`src/rtl/tmg_pkg.sv`:
```
package tmg_pkg;
  typedef enum logic [1:0] {
    SRC_SW  = 2'd0,
    SRC_EXT = 2'd1,
    SRC_TMR = 2'd2,
    SRC_OFF = 2'd3
  } trig_src_e;
endpackage

```
`src/rtl/tmg_tick_div.sv`:
```
module tmg_tick_div #(
  parameter int DIV_W = 8
) (
  input  logic             clk,
  input  logic             rst_n,
  input  logic [DIV_W-1:0] div_val,
  output logic             slow_tick
);
  logic [DIV_W-1:0] dcnt;

  // >= keeps the counter from running past a newly lowered limit
  assign slow_tick = (dcnt >= div_val);

  always_ff @(posedge clk or negedge rst_n) begin
    if (!rst_n)         dcnt <= '0;
    else if (slow_tick) dcnt <= '0;
    else                dcnt <= dcnt + 1'b1;
  end
endmodule

```
`src/rtl/tmg_period_timer.sv`:
```
module tmg_period_timer #(
  parameter int PER_W = 16
) (
  input  logic             clk,
  input  logic             rst_n,
  input  logic             enable,
  input  logic             slow_tick,
  input  logic [PER_W-1:0] per_val,
  output logic             expire
);
  logic [PER_W-1:0] tcnt;
  logic [PER_W-1:0] reload;

  // a zero period wraps to all ones, giving 2**PER_W ticks
  assign reload = per_val - 1'b1;
  assign expire = enable && slow_tick && (tcnt == '0);

  always_ff @(posedge clk or negedge rst_n) begin
    if (!rst_n)          tcnt <= '1;
    else if (!enable)    tcnt <= reload;
    else if (slow_tick) begin
      if (tcnt == '0)    tcnt <= reload;
      else               tcnt <= tcnt - 1'b1;
    end
  end
endmodule

```
`src/rtl/tmg_edge_sync.sv`:
```
module tmg_edge_sync #(
  parameter int SYNC_STAGES = 2
) (
  input  logic clk,
  input  logic rst_n,
  input  logic async_in,
  output logic rise_pulse
);
  logic [SYNC_STAGES-1:0] chain;
  logic                   prev;

  for (genvar g = 0; g < SYNC_STAGES; g++) begin : g_stage
    if (g == 0) begin : g_first
      always_ff @(posedge clk or negedge rst_n) begin
        if (!rst_n) chain[0] <= 1'b0;
        else        chain[0] <= async_in;
      end
    end else begin : g_next
      always_ff @(posedge clk or negedge rst_n) begin
        if (!rst_n) chain[g] <= 1'b0;
        else        chain[g] <= chain[g-1];
      end
    end
  end

  always_ff @(posedge clk or negedge rst_n) begin
    if (!rst_n) prev <= 1'b0;
    else        prev <= chain[SYNC_STAGES-1];
  end

  assign rise_pulse = chain[SYNC_STAGES-1] & ~prev;
endmodule

```
`src/rtl/tmg_master_trigger.sv`:
```
module tmg_master_trigger #(
  parameter int DIV_W       = 8,
  parameter int PER_W       = 16,
  parameter int SYNC_STAGES = 2,
  parameter int PIN_CYC     = 4
) (
  input  logic             clk,
  input  logic             rst_n,
  input  logic [1:0]       src_sel,
  input  logic [DIV_W-1:0] div_val,
  input  logic [PER_W-1:0] per_val,
  input  logic             sw_trig_wr,
  input  logic             ext_trig_in,
  output logic             trig_strobe,
  output logic             trig_pin
);
  import tmg_pkg::*;

  localparam int PIN_W = $clog2(PIN_CYC + 1);

  trig_src_e        src;
  logic             slow_tick;
  logic             tmr_expire;
  logic             ext_rise;
  logic             sw_bit;
  logic             fire;
  logic [PIN_W-1:0] pin_cnt;

  assign src = trig_src_e'(src_sel);

  tmg_tick_div #(.DIV_W(DIV_W)) u_div (
    .clk(clk), .rst_n(rst_n), .div_val(div_val), .slow_tick(slow_tick)
  );

  tmg_period_timer #(.PER_W(PER_W)) u_tmr (
    .clk(clk), .rst_n(rst_n), .enable(src == SRC_TMR),
    .slow_tick(slow_tick), .per_val(per_val), .expire(tmr_expire)
  );

  tmg_edge_sync #(.SYNC_STAGES(SYNC_STAGES)) u_sync (
    .clk(clk), .rst_n(rst_n), .async_in(ext_trig_in), .rise_pulse(ext_rise)
  );

  // software bit: set by a write, cleared on the following cycle
  always_ff @(posedge clk or negedge rst_n) begin
    if (!rst_n) sw_bit <= 1'b0;
    else        sw_bit <= sw_trig_wr & ~sw_bit;
  end

  always_comb begin
    case (src)
      SRC_SW:  fire = sw_bit;
      SRC_EXT: fire = ext_rise;
      SRC_TMR: fire = tmr_expire;
      default: fire = 1'b0;
    endcase
  end

  always_ff @(posedge clk or negedge rst_n) begin
    if (!rst_n) begin
      trig_strobe <= 1'b0;
      pin_cnt     <= '0;
    end else begin
      trig_strobe <= fire;
      if (fire)                pin_cnt <= PIN_W'(PIN_CYC);
      else if (pin_cnt != '0)  pin_cnt <= pin_cnt - 1'b1;
    end
  end

  assign trig_pin = (pin_cnt != '0);
endmodule

```
`config.mk`:
```
export PLATFORM = sky130hd
export DESIGN_NAME = tmg_master_trigger
export DESIGN_NICKNAME = d
export VERILOG_FILES = /design/src/rtl/tmg_pkg.sv /design/src/rtl/tmg_tick_div.sv /design/src/rtl/tmg_period_timer.sv /design/src/rtl/tmg_edge_sync.sv /design/src/rtl/tmg_master_trigger.sv
export SDC_FILE = /design/constraint.sdc
export NUM_CORES = 1
export LEC_CHECK = 0
export ABC_AREA = 1
export ABC_CLOCK_PERIOD_IN_PS = 1600
export BUFFER_PORTS_ARGS = -buffer_cell sky130_fd_sc_hd__buf_2
export CAP_MARGIN = 20
export CORE_MARGIN = 3
export CORE_UTILIZATION = 53
export CTS_BUF_LIST = sky130_fd_sc_hd__clkbuf_16
export CTS_CLUSTER_DIAMETER = 30
export DETAILED_ROUTE_END_ITERATION = 6
export PLACE_DENSITY = 0.86
export SLEW_MARGIN = 20
export SYNTH_ARGS = -nofsm -noshare
export SYNTH_HDL_FRONTEND = slang
export SYNTH_SLANG_ARGS = --single-unit
```
`constraint.sdc`:
```
create_clock -name clk -period 1.6 [get_ports clk]
set_clock_uncertainty 0.1 [all_clocks]
set_input_delay 0.16 -clock clk [delete_from_list [all_inputs] [get_ports clk]]
set_output_delay 0.16 -clock clk [all_outputs]
set_load 0.03 [all_outputs]
```
==> impl_metrics.py, run 1 <==
metrics = {
    "synthesis": {
        "synth-edff-count": 0,
        "synth.distinct_cells": 31,
        "dominantRegCellSynth": "dfstp_2",
        "share_of_async_settable_or_async_resettable_flops_after_synthesis_pct": 100,
        "synthesis.instances": 379,
        "synthesis.yosys.warnings": 0,
        "synth_seq_area_share_pct": 32.8,
        "synth_seq_cells": 32,
        "per_instance_average_area_after_synthesis_um2": 6.61,
        "syn_nets": 423,
        "netlist_area_um2": 2500,
    },
    "placement": {
        "pre_cts_ws_ns": -0.184,
        "count_of_placed_standard_cells_including_taps": 479,
        "portBuffers": 31,
        "placement.cell_area_um2": 2850,
        "gp_routability_congestion": 0.882,
        "detailedPlacementHpwl_um": 4120,
    },
    "layout": {
        "final_cell_area_um2": 3470,
        "most_common_library_cell_in_the_layout_ignoring_fill_and_taps": "nand2_1",
        "stdcell_count": 497,
        "n_fill_cell": 298,
        "final_layout_size_suffix_gt1_share_pct": 33.0,
        "final_cell_mix": "nand2_1, inv_1, nor2_1",
        "design.final.nets": 488,
        "area_growth_syn_to_layout_pct": 38.5,
        "final_util_pct": 78.0,
        "antenna_cells_inserted": 0,
    },
    "setup_path": {
        "r2r_slack_ns": -0.25,
        "cp_data_required_time_ns": 1.72,
        "setup.worst_path.start_class": "flop",
        "cell_count_of_the_worst_reg_to_reg_path": 11,
        "worst_path_largest_cell_delay_ns": 0.38,
        "worst_setup_path_end_kind": "flop",
        "crit_path_cell_trace": "ha_1 > nand2_1 > inv_2 > nand2_1 > nand2_1 > nand2_2 > nand4_4 > buf_12 > nand2_1 > nand2_1 > nand2_1",
        "critPathKind": "flop to flop",
        "timing.critical_path.mode_cell": "nand2_1",
        "cp_max_delay_cell": "dfrtp_1",
        "rr_endpoint": "u_tmr.tcnt[11]$_DFFE_PN1P_",
        "critical_path.top_delay_family": "simple AND/OR/NAND/NOR gates",
        "timing.critical_path.buf_inv": 2,
        "worst-endpoint-arrival_ns": 1.98,
        "reg2reg_launch_point": "u_div.dcnt[2]$_DFF_PN0_",
        "critical_path_peak_fanout": 5,
    },
    "detailed_routing": {
        "vias": 2645,
        "antenna_violating_nets_post_route": 0,
        "route.final.wire_length_um": 6810,
        "dr.pass1.iters": 4,
        "drt-initial-drc-count": 107,
        "detail_route.vias_per_cell": 5.32,
        "detail_route.drc_violations": 0,
        "route.detailed.wl_per_inst_um": 13.7,
    },
    "floorplan": {
        "start_util_pct": 56.3,
        "die_extent_in_x_um": 74.7,
        "die_h_um": 74.7,
        "placementRows": 24,
        "die_area_um2": 5580,
        "core_area_um2": 4440,
        "io_pins": 32,
    },
    "clock_tree": {
        "clock_insertion_delay_worst_skew_ns": 0.28,
        "cts_root_buf": "clkbuf_16",
        "tritoncts": "yes",
        "cts_made_buffers": 5,
        "clock_transition_at_the_registers_of_the_reported_paths_ns": 0.05,
        "clock-sinks": 32,
        "h_tree_levels": 2,
        "clockBufferDepth": 2,
    },
    "worst_hold_path": {
        "worstHoldPathCells": 5,
        "timing.hold.worst.start": "per_val[14]",
        "min_to": "u_tmr.tcnt[14]$_DFFE_PN1P_",
        "hold_path.class": "primary input to flop",
    },
    "sta": {
        "final-setup-viol-count": 28,
        "final-hold-violation-count": 0,
        "setup_slack_ns": -0.251,
        "grt_setup_unrepaired": "yes",
        "timing.final.max_slew_violations": 0,
        "fin_crit_sh_pct": 116,
        "fin_worst_hold_slack_ns": 0.159,
        "tightestPinTransition_ns": 0.707,
        "fmax_mhz": 540,
        "worst_slew_margin_rel_pct": 52.8,
        "min_period_ns": 1.85,
    },
    "pwr": {
        "combPwrFrac_pct": 47.3,
        "power_report.internal_total_w": 0.00282,
        "clockPowerShare_pct": 23.5,
        "power-per-cell-area_nw_per_um2": 1310,
        "power.sequential.fraction_pct": 29.2,
        "power.leakage_nw": 1.78,
        "power_switching_w": 0.00171,
        "netSwitchingFraction_pct": 37.8,
        "ir_drop_v": 0.000604,
    },
    "outcome": {
        "run_status": "complete, but fails checks",
        "violations": "negative setup slack",
    },
    "global_routing": {
        "overflow": 0,
        "largest_net_degree_at_the_start_of_global_routing": 33,
        "first_global_vias": 2347,
        "global_route_total_usage_across_every_layer_pct": 22.1,
        "antenna_found_initial": 0,
        "grt_first_pass_wirelength_um": 9550,
    },
    "job": {
        "cap_viol_max_count": 0,
    },
}
## through the flow
step	setup TNS, ns	power [W]
2_1_floorplan	-1.54	0.00222
3_3_place_gp	-1.63	0.00271
3_5_place_dp	-3.26	0.00279
4_1_cts	-2.09	0.00392
5_1_grt	-6.97	0.00485
6_report	-4.51	0.00453
## area by class of cell
type / count / area, um^2 / share of cell area, %
Multi-Input combinational cell: 293 / 1760 / 50.8
Clock buffer: 5 / 125 / 3.61
Tap cell: 52 / 65.1 / 1.88
Sequential cell: 32 / 821 / 23.7
Inverter: 49 / 194 / 5.59
Timing Repair Buffer: 63 / 462 / 13.3
Clock inverter: 3 / 38.8 / 1.12
## tightest hold or removal path, stage by stage
cell     delay (ns)
buf_2          0.11
nand2_1        0.06
nand3_1        0.08
nand3_2        0.07
nand2_1        0.04
## cell families after synthesis
family | synth area share (%)
AND/OR/NAND/NOR | 43.6
buffers and inverters | 8.90
flip-flops | 32.8
XOR/XNOR | 4.90
adder cells (fa/ha/maj) | 7.00
AO/OA/AOI/OAI | 2.80
## flip-flops by register name, summed over array words and instances (netlist names)
register and flops:
u_tmr.tcnt 16, u_div.dcnt 8, pin_cnt 3, u_sync.chain 2, sw_bit 1, trig_strobe 1
u_sync.prev 1
## power by group through the flow
stage	clock network (W)	registers, W	logic, W
after floorplan	0	0.00127	0.000954
after global placement	0	0.00128	0.00143
after detailed placement	0	0.00129	0.00150
after CTS	0.00107	0.00129	0.00157
after global routing	0.00111	0.00135	0.00239
final	0.00106	0.00132	0.00215
## cell usage after synthesis (3+ instances only)
cell type / count / area [um^2]
ha_1: 14 / 175
nand4_1: 7 / 43.8
nor3b_1: 3 / 22.5
inv_1: 41 / 154
nand2_1: 145 / 544
nor2_1: 51 / 191
xor2_1: 8 / 70.1
xnor2_1: 6 / 52.6
dfstp_2: 16 / 420
nand3_1: 27 / 135
a21oi_1: 5 / 25.0
dfrtp_1: 16 / 400
o21ai_0: 4 / 20.0
nor2_2: 4 / 25.0
nand3b_1: 5 / 37.5
inv_2: 7 / 26.3
## routing by layer
metal | part of all wire, % | global-route usage, % | vias up
met5 | 0 | 0 | -
met4 | 5.0 | 7.71 | 0
met3 | 3.5 | 3.60 | 31
met2 | 53 | 41.8 | 79
met1 | 38 | 24.9 | 1223
li1 | - | - | 1312
## what timing repair did
item	CTS	global route
endpoints found under the hold margin	18	0
hold buffers	3	0
pin swaps	3	24
endpoints found under the setup margin	28	28
cloned	0	2
gates resized for setup	10	60
buffers inserted	0	5
## how the worst max path moves through the flow
| stage | start | endpoint | slack, ns | depth (start not counted) |
|---|---|---|---|---|
| finish | u_div.dcnt[2]$_DFF_PN0_ | u_tmr.tcnt[11]$_DFFE_PN1P_ | -0.25 | 11 |
| global route | u_div.dcnt[2]$_DFF_PN0_ | u_tmr.tcnt[11]$_DFFE_PN1P_ | -0.34 | 11 |
| CTS | u_div.dcnt[3]$_DFF_PN0_ | u_tmr.tcnt[7]$_DFFE_PN1P_ | -0.14 | 10 |
| detailed placement | u_div.dcnt[7]$_DFF_PN0_ | pin_cnt[0]$_DFFE_PN0P_ | -0.18 | 8 |
| global placement | u_div.dcnt[5]$_DFF_PN0_ | pin_cnt[1]$_DFFE_PN0P_ | -0.10 | 8 |
| floorplan | u_div.dcnt[5]$_DFF_PN0_ | u_tmr.tcnt[5]$_DFFE_PN1P_ | -0.10 | 9 |
Note: power is estimated with default switching activity, not from simulation.
==> run 2: changes to the inputs <==
--- a/config.mk
+++ b/config.mk
@@ -10,11 +10,11 @@
 export BUFFER_PORTS_ARGS = -buffer_cell sky130_fd_sc_hd__buf_2
 export CAP_MARGIN = 20
 export CORE_MARGIN = 3
-export CORE_UTILIZATION = 53
+export CORE_UTILIZATION = 41
 export CTS_BUF_LIST = sky130_fd_sc_hd__clkbuf_16
 export CTS_CLUSTER_DIAMETER = 30
 export DETAILED_ROUTE_END_ITERATION = 6
-export PLACE_DENSITY = 0.86
+export PLACE_DENSITY = 0.71
 export SLEW_MARGIN = 20
 export SYNTH_ARGS = -nofsm -noshare
 export SYNTH_HDL_FRONTEND = slang
==> run 2 against run 1 <==
Effect of this change:
- the run still ends with negative setup slack left
- global-route usage down 5.0 points
- utilization fell by 18 points
- cell count rose by 4.0%
- die area up 27%
- flip-flop and latch count stayed put
- routed wire length fell by 7.7%
- total power is 4.9% lower
- hold slack worse by 0.011 ns
- via count is 4.2% lower
- largest cell class unchanged
- largest power group unchanged
==> impl_metrics.py, run 2 (synthesis results as in run 1) <==
metrics = {
    "floorplan": {
        "core_area_um2": 5710,
        "die_area_um2": 7080,
        "die_h_um": 84.1,
        "die_extent_in_x_um": 84.1,
        "placementRows": 27,
        "io_pins": 32,
        "start_util_pct": 43.9,
    },
    "clock_tree": {
        "cts_root_buf": "clkbuf_16",
        "h_tree_levels": 2,
        "clock_transition_at_the_registers_of_the_reported_paths_ns": 0.05,
        "tritoncts": "yes",
        "clock-sinks": 32,
        "cts_made_buffers": 5,
        "clockBufferDepth": 2,
        "clock_insertion_delay_worst_skew_ns": 0.27,
    },
    "sta": {
        "timing.final.max_slew_violations": 0,
        "fin_crit_sh_pct": 110,
        "fin_worst_hold_slack_ns": 0.148,
        "final-setup-viol-count": 26,
        "tightestPinTransition_ns": 0.664,
        "final-hold-violation-count": 0,
        "fmax_mhz": 567,
        "grt_setup_unrepaired": "yes",
        "min_period_ns": 1.76,
        "setup_slack_ns": -0.163,
        "worst_slew_margin_rel_pct": 55.7,
    },
    "pwr": {
        "clockPowerShare_pct": 24.3,
        "netSwitchingFraction_pct": 36.5,
        "combPwrFrac_pct": 44.9,
        "power.leakage_nw": 1.73,
        "power_report.internal_total_w": 0.00274,
        "power_switching_w": 0.00157,
        "ir_drop_v": 0.000775,
        "power.sequential.fraction_pct": 30.8,
        "power-per-cell-area_nw_per_um2": 1250,
    },
    "setup_path": {
        "cp_data_required_time_ns": 1.67,
        "worst_setup_path_end_kind": "flop",
        "setup.worst_path.start_class": "flop",
        "worst-endpoint-arrival_ns": 1.83,
        "critPathKind": "flop to flop",
        "critical_path_peak_fanout": 7,
    },
    "global_routing": {
        "grt_first_pass_wirelength_um": 9940,
        "first_global_vias": 2346,
        "antenna_found_initial": 0,
        "largest_net_degree_at_the_start_of_global_routing": 19,
        "overflow": 0,
        "global_route_total_usage_across_every_layer_pct": 17.1,
    },
    "job": {
        "cap_viol_max_count": 0,
    },
    "detailed_routing": {
        "topRoutingLayerUsed": "met4",
        "vias": 2534,
        "detailroute.wirelength.met2_um": 3130,
        "detail_route.drc_violations": 0,
        "antenna_violating_nets_post_route": 0,
        "route.final.wire_length_um": 6280,
        "routed-wl-met3_um": 292,
        "length_of_routed_wiring_on_met1_um": 2720,
        "route.detailed.wl_per_inst_um": 12.2,
        "dr.pass1.iters": 4,
        "drt-initial-drc-count": 107,
        "detail_route.vias_per_cell": 4.90,
    },
    "placement": {
        "pre_cts_ws_ns": -0.118,
        "portBuffers": 31,
        "placement.cell_area_um2": 2920,
        "detailedPlacementHpwl_um": 4340,
        "count_of_placed_standard_cells_including_taps": 501,
        "gp_routability_congestion": 0.828,
    },
    "layout": {
        "final_cell_area_um2": 3440,
        "n_fill_cell": 520,
        "final_util_pct": 60.3,
        "area_growth_syn_to_layout_pct": 37.6,
        "largest_register_by_flop_count": "u_tmr.tcnt",
        "final_cell_mix": "nand2_1, inv_1, nor2_1",
        "largest_registers": "u_tmr.tcnt (16), u_div.dcnt (8), pin_cnt (3)",
        "stdcell_count": 517,
        "design.final.nets": 488,
        "flip_flop_count_of_the_largest_register_after_layout": 16,
        "most_common_library_cell_in_the_layout_ignoring_fill_and_taps": "nand2_1",
        "final_layout_size_suffix_gt1_share_pct": 32.6,
        "antenna_cells_inserted": 0,
    },
    "outcome": {
        "violations": "negative setup slack",
        "run_status": "complete, but fails checks",
    },
    "worst_hold_path": {
        "hold_path.class": "primary input to flop",
    },
}
## run 2: cell count changes in the layout (fill, tap and decap cells not counted), sizes merged
cell    before  now
clkbuf       7    6
buf         58   57
clkinv       1    2
nand2      147  148
## run 2: final cells by class
cell class | count | area, um^2 | area share [%]
inverters | 49 | 194 | 5.63
clock inverters | 3 | 37.5 | 1.09
clock buffers | 5 | 125 | 3.63
flip-flops and latches | 32 | 821 | 23.8
well taps | 72 | 90.1 | 2.62
repair inverters | 1 | 6.26 | 0.182
repair buffers | 61 | 454 | 13.2
multi-input cells | 294 | 1720 | 49.8
## run 2: timing repair
| action | 4_1_cts | 5_1_grt |
|---|---|---|
| hold buffers | 3 | 0 |
| setup buffers | 0 | 2 |
| pin swaps | 3 | 13 |
| cloned | 0 | 3 |
| endpoints found under the hold margin | 8 | 0 |
| gates resized for setup | 10 | 53 |
| endpoints found under the setup margin | 24 | 28 |
## run 2: per-stage QoR
step | setup TNS [ns] | total power (W)
detailed placement | -1.86 | 0.00281
global route | -5.22 | 0.00465
finish | -3.20 | 0.00431
CTS | -1.03 | 0.00396
floorplan | -1.54 | 0.00222
global placement | -1.12 | 0.00276
## run 2: metal layers
| metal | track usage (%) | vias to the layer above |
|---|---|---|
| met4 | 7.02 | 0 |
| li1 | - | 1313 |
| met5 | 0 | - |
| met3 | 2.75 | 11 |
| met2 | 30.8 | 71 |
| met1 | 20.1 | 1139 |
## run 2: power by group through the flow
stage / registers [W] / clock network (W) / logic [W]
after floorplan: 0.00127 / 0 / 0.000954
after global placement: 0.00129 / 0 / 0.00147
after detailed placement: 0.00130 / 0 / 0.00151
after CTS: 0.00131 / 0.00107 / 0.00158
after global routing: 0.00135 / 0.00111 / 0.00219
final: 0.00133 / 0.00105 / 0.00194
## run 2: final timing paths
kind                                      startpoint                   endpoint  slack (ns)  cells past startpoint
max                          u_div.dcnt[6]$_DFF_PN0_    u_div.dcnt[1]$_DFF_PN0_       -0.16                      8
min                                       per_val[0]  u_tmr.tcnt[0]$_DFFE_PN1P_        0.15                      6
max reg2reg                  u_div.dcnt[6]$_DFF_PN0_    u_div.dcnt[1]$_DFF_PN0_       -0.16                      8
min reg2reg                u_sync.chain[0]$_DFF_PN0_  u_sync.chain[1]$_DFF_PN0_        0.24                      0
max in group asynchronous                      rst_n  u_tmr.tcnt[3]$_DFFE_PN1P_        0.66                      3
min in group asynchronous                      rst_n    u_div.dcnt[2]$_DFF_PN0_        0.24                      2
## run 2: critical path, stage by stage (launching register included)
cell	delay, ns
dfrtp_1	0.42
ha_4	0.29
nand2_2	0.08
nor2_4	0.10
nand4_1	0.21
nand3_2	0.15
buf_6	0.16
buf_6	0.11
nor2_2	0.03
==> run 3: changes to the inputs <==
--- a/config.mk
+++ b/config.mk
@@ -11,7 +11,7 @@
 export CAP_MARGIN = 20
 export CORE_MARGIN = 3
 export CORE_UTILIZATION = 41
-export CTS_BUF_LIST = sky130_fd_sc_hd__clkbuf_16
+export CTS_BUF_LIST = sky130_fd_sc_hd__clkbuf_2 sky130_fd_sc_hd__clkbuf_4 sky130_fd_sc_hd__clkbuf_8
 export CTS_CLUSTER_DIAMETER = 30
 export DETAILED_ROUTE_END_ITERATION = 6
 export PLACE_DENSITY = 0.71
==> run 3 against run 2 <==
Effect of this change:
- the run still ends with negative setup slack left
- worst setup slack better by 0.0012 ns
- count of clock-buffer cells in the layout is 2 higher
- flip-flop and latch count stayed put
- combinational power hardly changed
- sequential share of layout area is 0.35 points higher
- via count is 1.2% lower
- utilization is 0.88 points lower
- hold slack worse by 0.0084 ns
- cell count is 0.39% lower
==> impl_metrics.py, run 3 (synthesis results as in run 1) <==
metrics = {
    "setup_path": {
        "worst_setup_path_end_kind": "flop",
        "setup.worst_path.start_class": "flop",
        "r2r_slack_ns": -0.16,
        "cp_data_required_time_ns": 1.72,
        "rr_endpoint": "u_tmr.tcnt[6]$_DFFE_PN1P_",
        "worst-endpoint-arrival_ns": 1.89,
        "reg2reg_launch_point": "u_div.dcnt[6]$_DFF_PN0_",
        "cell_count_of_the_worst_reg_to_reg_path": 9,
        "critPathKind": "flop to flop",
        "critical_path_peak_fanout": 7,
    },
    "global_routing": {
        "antenna_found_initial": 0,
        "overflow": 0,
        "first_global_vias": 2329,
        "grt_first_pass_wirelength_um": 9880,
        "global_route_total_usage_across_every_layer_pct": 16.8,
        "largest_net_degree_at_the_start_of_global_routing": 19,
    },
    "detailed_routing": {
        "dr.pass1.iters": 4,
        "vias": 2503,
        "detail_route.drc_violations": 0,
        "detailroute.wirelength.met2_um": 3020,
        "routed-wl-met3_um": 239,
        "length_of_routed_wiring_on_met1_um": 2720,
        "antenna_violating_nets_post_route": 0,
        "topRoutingLayerUsed": "met4",
        "route.detailed.wl_per_inst_um": 11.8,
        "detail_route.vias_per_cell": 4.86,
        "route.final.wire_length_um": 6090,
        "drt-initial-drc-count": 93,
    },
    "sta": {
        "final-setup-viol-count": 26,
        "setup_slack_ns": -0.162,
        "tightestPinTransition_ns": 0.544,
        "fin_crit_sh_pct": 110,
        "min_period_ns": 1.76,
        "fmax_mhz": 567,
        "worst_slew_margin_rel_pct": 63.7,
        "grt_setup_unrepaired": "yes",
        "final.setup.tns_ns": -3.21,
        "final-hold-violation-count": 0,
        "timing.final.max_slew_violations": 0,
    },
    "worst_hold_path": {
        "worstHoldPathCells": 5,
        "timing.hold.worst.start": "per_val[14]",
        "hold_path.class": "primary input to flop",
        "min_to": "u_tmr.tcnt[14]$_DFFE_PN1P_",
    },
    "layout": {
        "largest_registers": "u_tmr.tcnt (16), u_div.dcnt (8), pin_cnt (3)",
        "area_growth_syn_to_layout_pct": 35.6,
        "antenna_cells_inserted": 0,
        "most_common_library_cell_in_the_layout_ignoring_fill_and_taps": "nand2_1",
        "largest_register_by_flop_count": "u_tmr.tcnt",
        "flip_flop_count_of_the_largest_register_after_layout": 16,
        "multi_input_comb_area_um2": 1710,
        "final_layout_size_suffix_gt1_share_pct": 33.4,
        "total_area_of_sequential_cells_um2": 821,
        "final_util_pct": 59.5,
        "final_cell_area_um2": 3390,
        "final_cell_mix": "nand2_1, nor2_1, inv_1",
        "design.final.nets": 486,
        "n_fill_cell": 524,
    },
    "clock_tree": {
        "cts_root_buf": "clkbuf_8",
        "clock-sinks": 32,
        "clock_transition_at_the_registers_of_the_reported_paths_ns": 0.07,
        "clock_insertion_delay_worst_skew_ns": 0.29,
        "cts_made_buffers": 5,
        "tritoncts": "yes",
        "h_tree_levels": 2,
        "clockBufferDepth": 2,
    },
    "placement": {
        "detailedPlacementHpwl_um": 4340,
        "placement.cell_area_um2": 2920,
        "gp_routability_congestion": 0.828,
        "pre_cts_ws_ns": -0.118,
        "portBuffers": 31,
    },
    "floorplan": {
        "placementRows": 27,
        "die_extent_in_x_um": 84.1,
        "die_area_um2": 7080,
        "die_h_um": 84.1,
        "core_area_um2": 5710,
        "start_util_pct": 43.9,
        "io_pins": 32,
    },
    "job": {
        "cap_viol_max_count": 0,
    },
    "pwr": {
        "power.leakage_nw": 1.71,
        "power-per-cell-area_nw_per_um2": 1210,
        "ir_drop_v": 0.000637,
        "total_power_w": 0.00410,
    },
    "outcome": {
        "violations": "negative setup slack",
        "run_status": "complete, but fails checks",
    },
}
run 3: changes by cell type in the layout (fill, tap and decap cells not counted), moves of 2 or more:
cell | before | now
clkbuf_16 | 6 | 1
clkbuf_8 | 0 | 7
clkinv_1 | 2 | 0
nand2_1 | 134 | 130
nand2_2 | 10 | 13
run 3: what timing repair did:
action,4_1_cts,5_1_grt
resized for setup,11,55
setup buffers,0,1
endpoints found under the setup margin,24,28
gates cloned,0,2
hold buffers,3,0
hold endpoints to repair,27,0
pin swaps,3,13
run 3: how the worst max path moves through the flow:
stage	startpoint	end	slack [ns]
global placement	u_div.dcnt[7]$_DFF_PN0_	u_tmr.tcnt[11]$_DFFE_PN1P_	-0.08
global route	u_div.dcnt[6]$_DFF_PN0_	u_tmr.tcnt[15]$_DFFE_PN1P_	-0.24
floorplan	u_div.dcnt[5]$_DFF_PN0_	u_tmr.tcnt[5]$_DFFE_PN1P_	-0.10
finish	u_div.dcnt[6]$_DFF_PN0_	u_tmr.tcnt[6]$_DFFE_PN1P_	-0.16
CTS	u_div.dcnt[6]$_DFF_PN0_	u_tmr.tcnt[11]$_DFFE_PN1P_	-0.06
detailed placement	u_div.dcnt[6]$_DFF_PN0_	u_tmr.tcnt[11]$_DFFE_PN1P_	-0.12
run 3: stage by stage:
| stage | hold WS [ns] | instances |
|---|---|---|
| floorplan | -0.236 | 379 |
| finish | 0.140 | 515 |
| global route | 0.176 | 515 |
| CTS | 0.131 | 512 |
| detailed placement | -0.00405 | 501 |
| global placement | -0.00661 | 501 |
run 3: area by class of cell:
class	instances	share of cell area (%)
tap	72	2.65
timing repair buffer	60	13.2
inverter	49	5.71
multi-input combinational	293	50.4
timing repair inverter	1	0.184
sequential	32	24.2
clock inverter	1	0.885
clock buffer	7	2.84
run 3: critical path: stages, from the launching register on:
cell       delay, ns
dfrtp_1         0.42
ha_4            0.29
nand2_2         0.08
nor2_4          0.10
nand4_1         0.21
nand4_4         0.16
inv_4           0.06
clkbuf_16       0.16
nand2_1         0.06
nand2_1         0.05
run 3: layer usage:
layer | up-vias | global-route usage [%]
li1 | 1305 | -
met1 | 1133 | 20.4
met2 | 56 | 30.1
met3 | 9 | 2.45
met4 | 0 | 6.14
met5 | - | 0
run 3: power by group:
group	internal, W	switching (W)
registers	0.00111	0.000216
logic	0.000905	0.00103
clock network	0.000549	0.000298
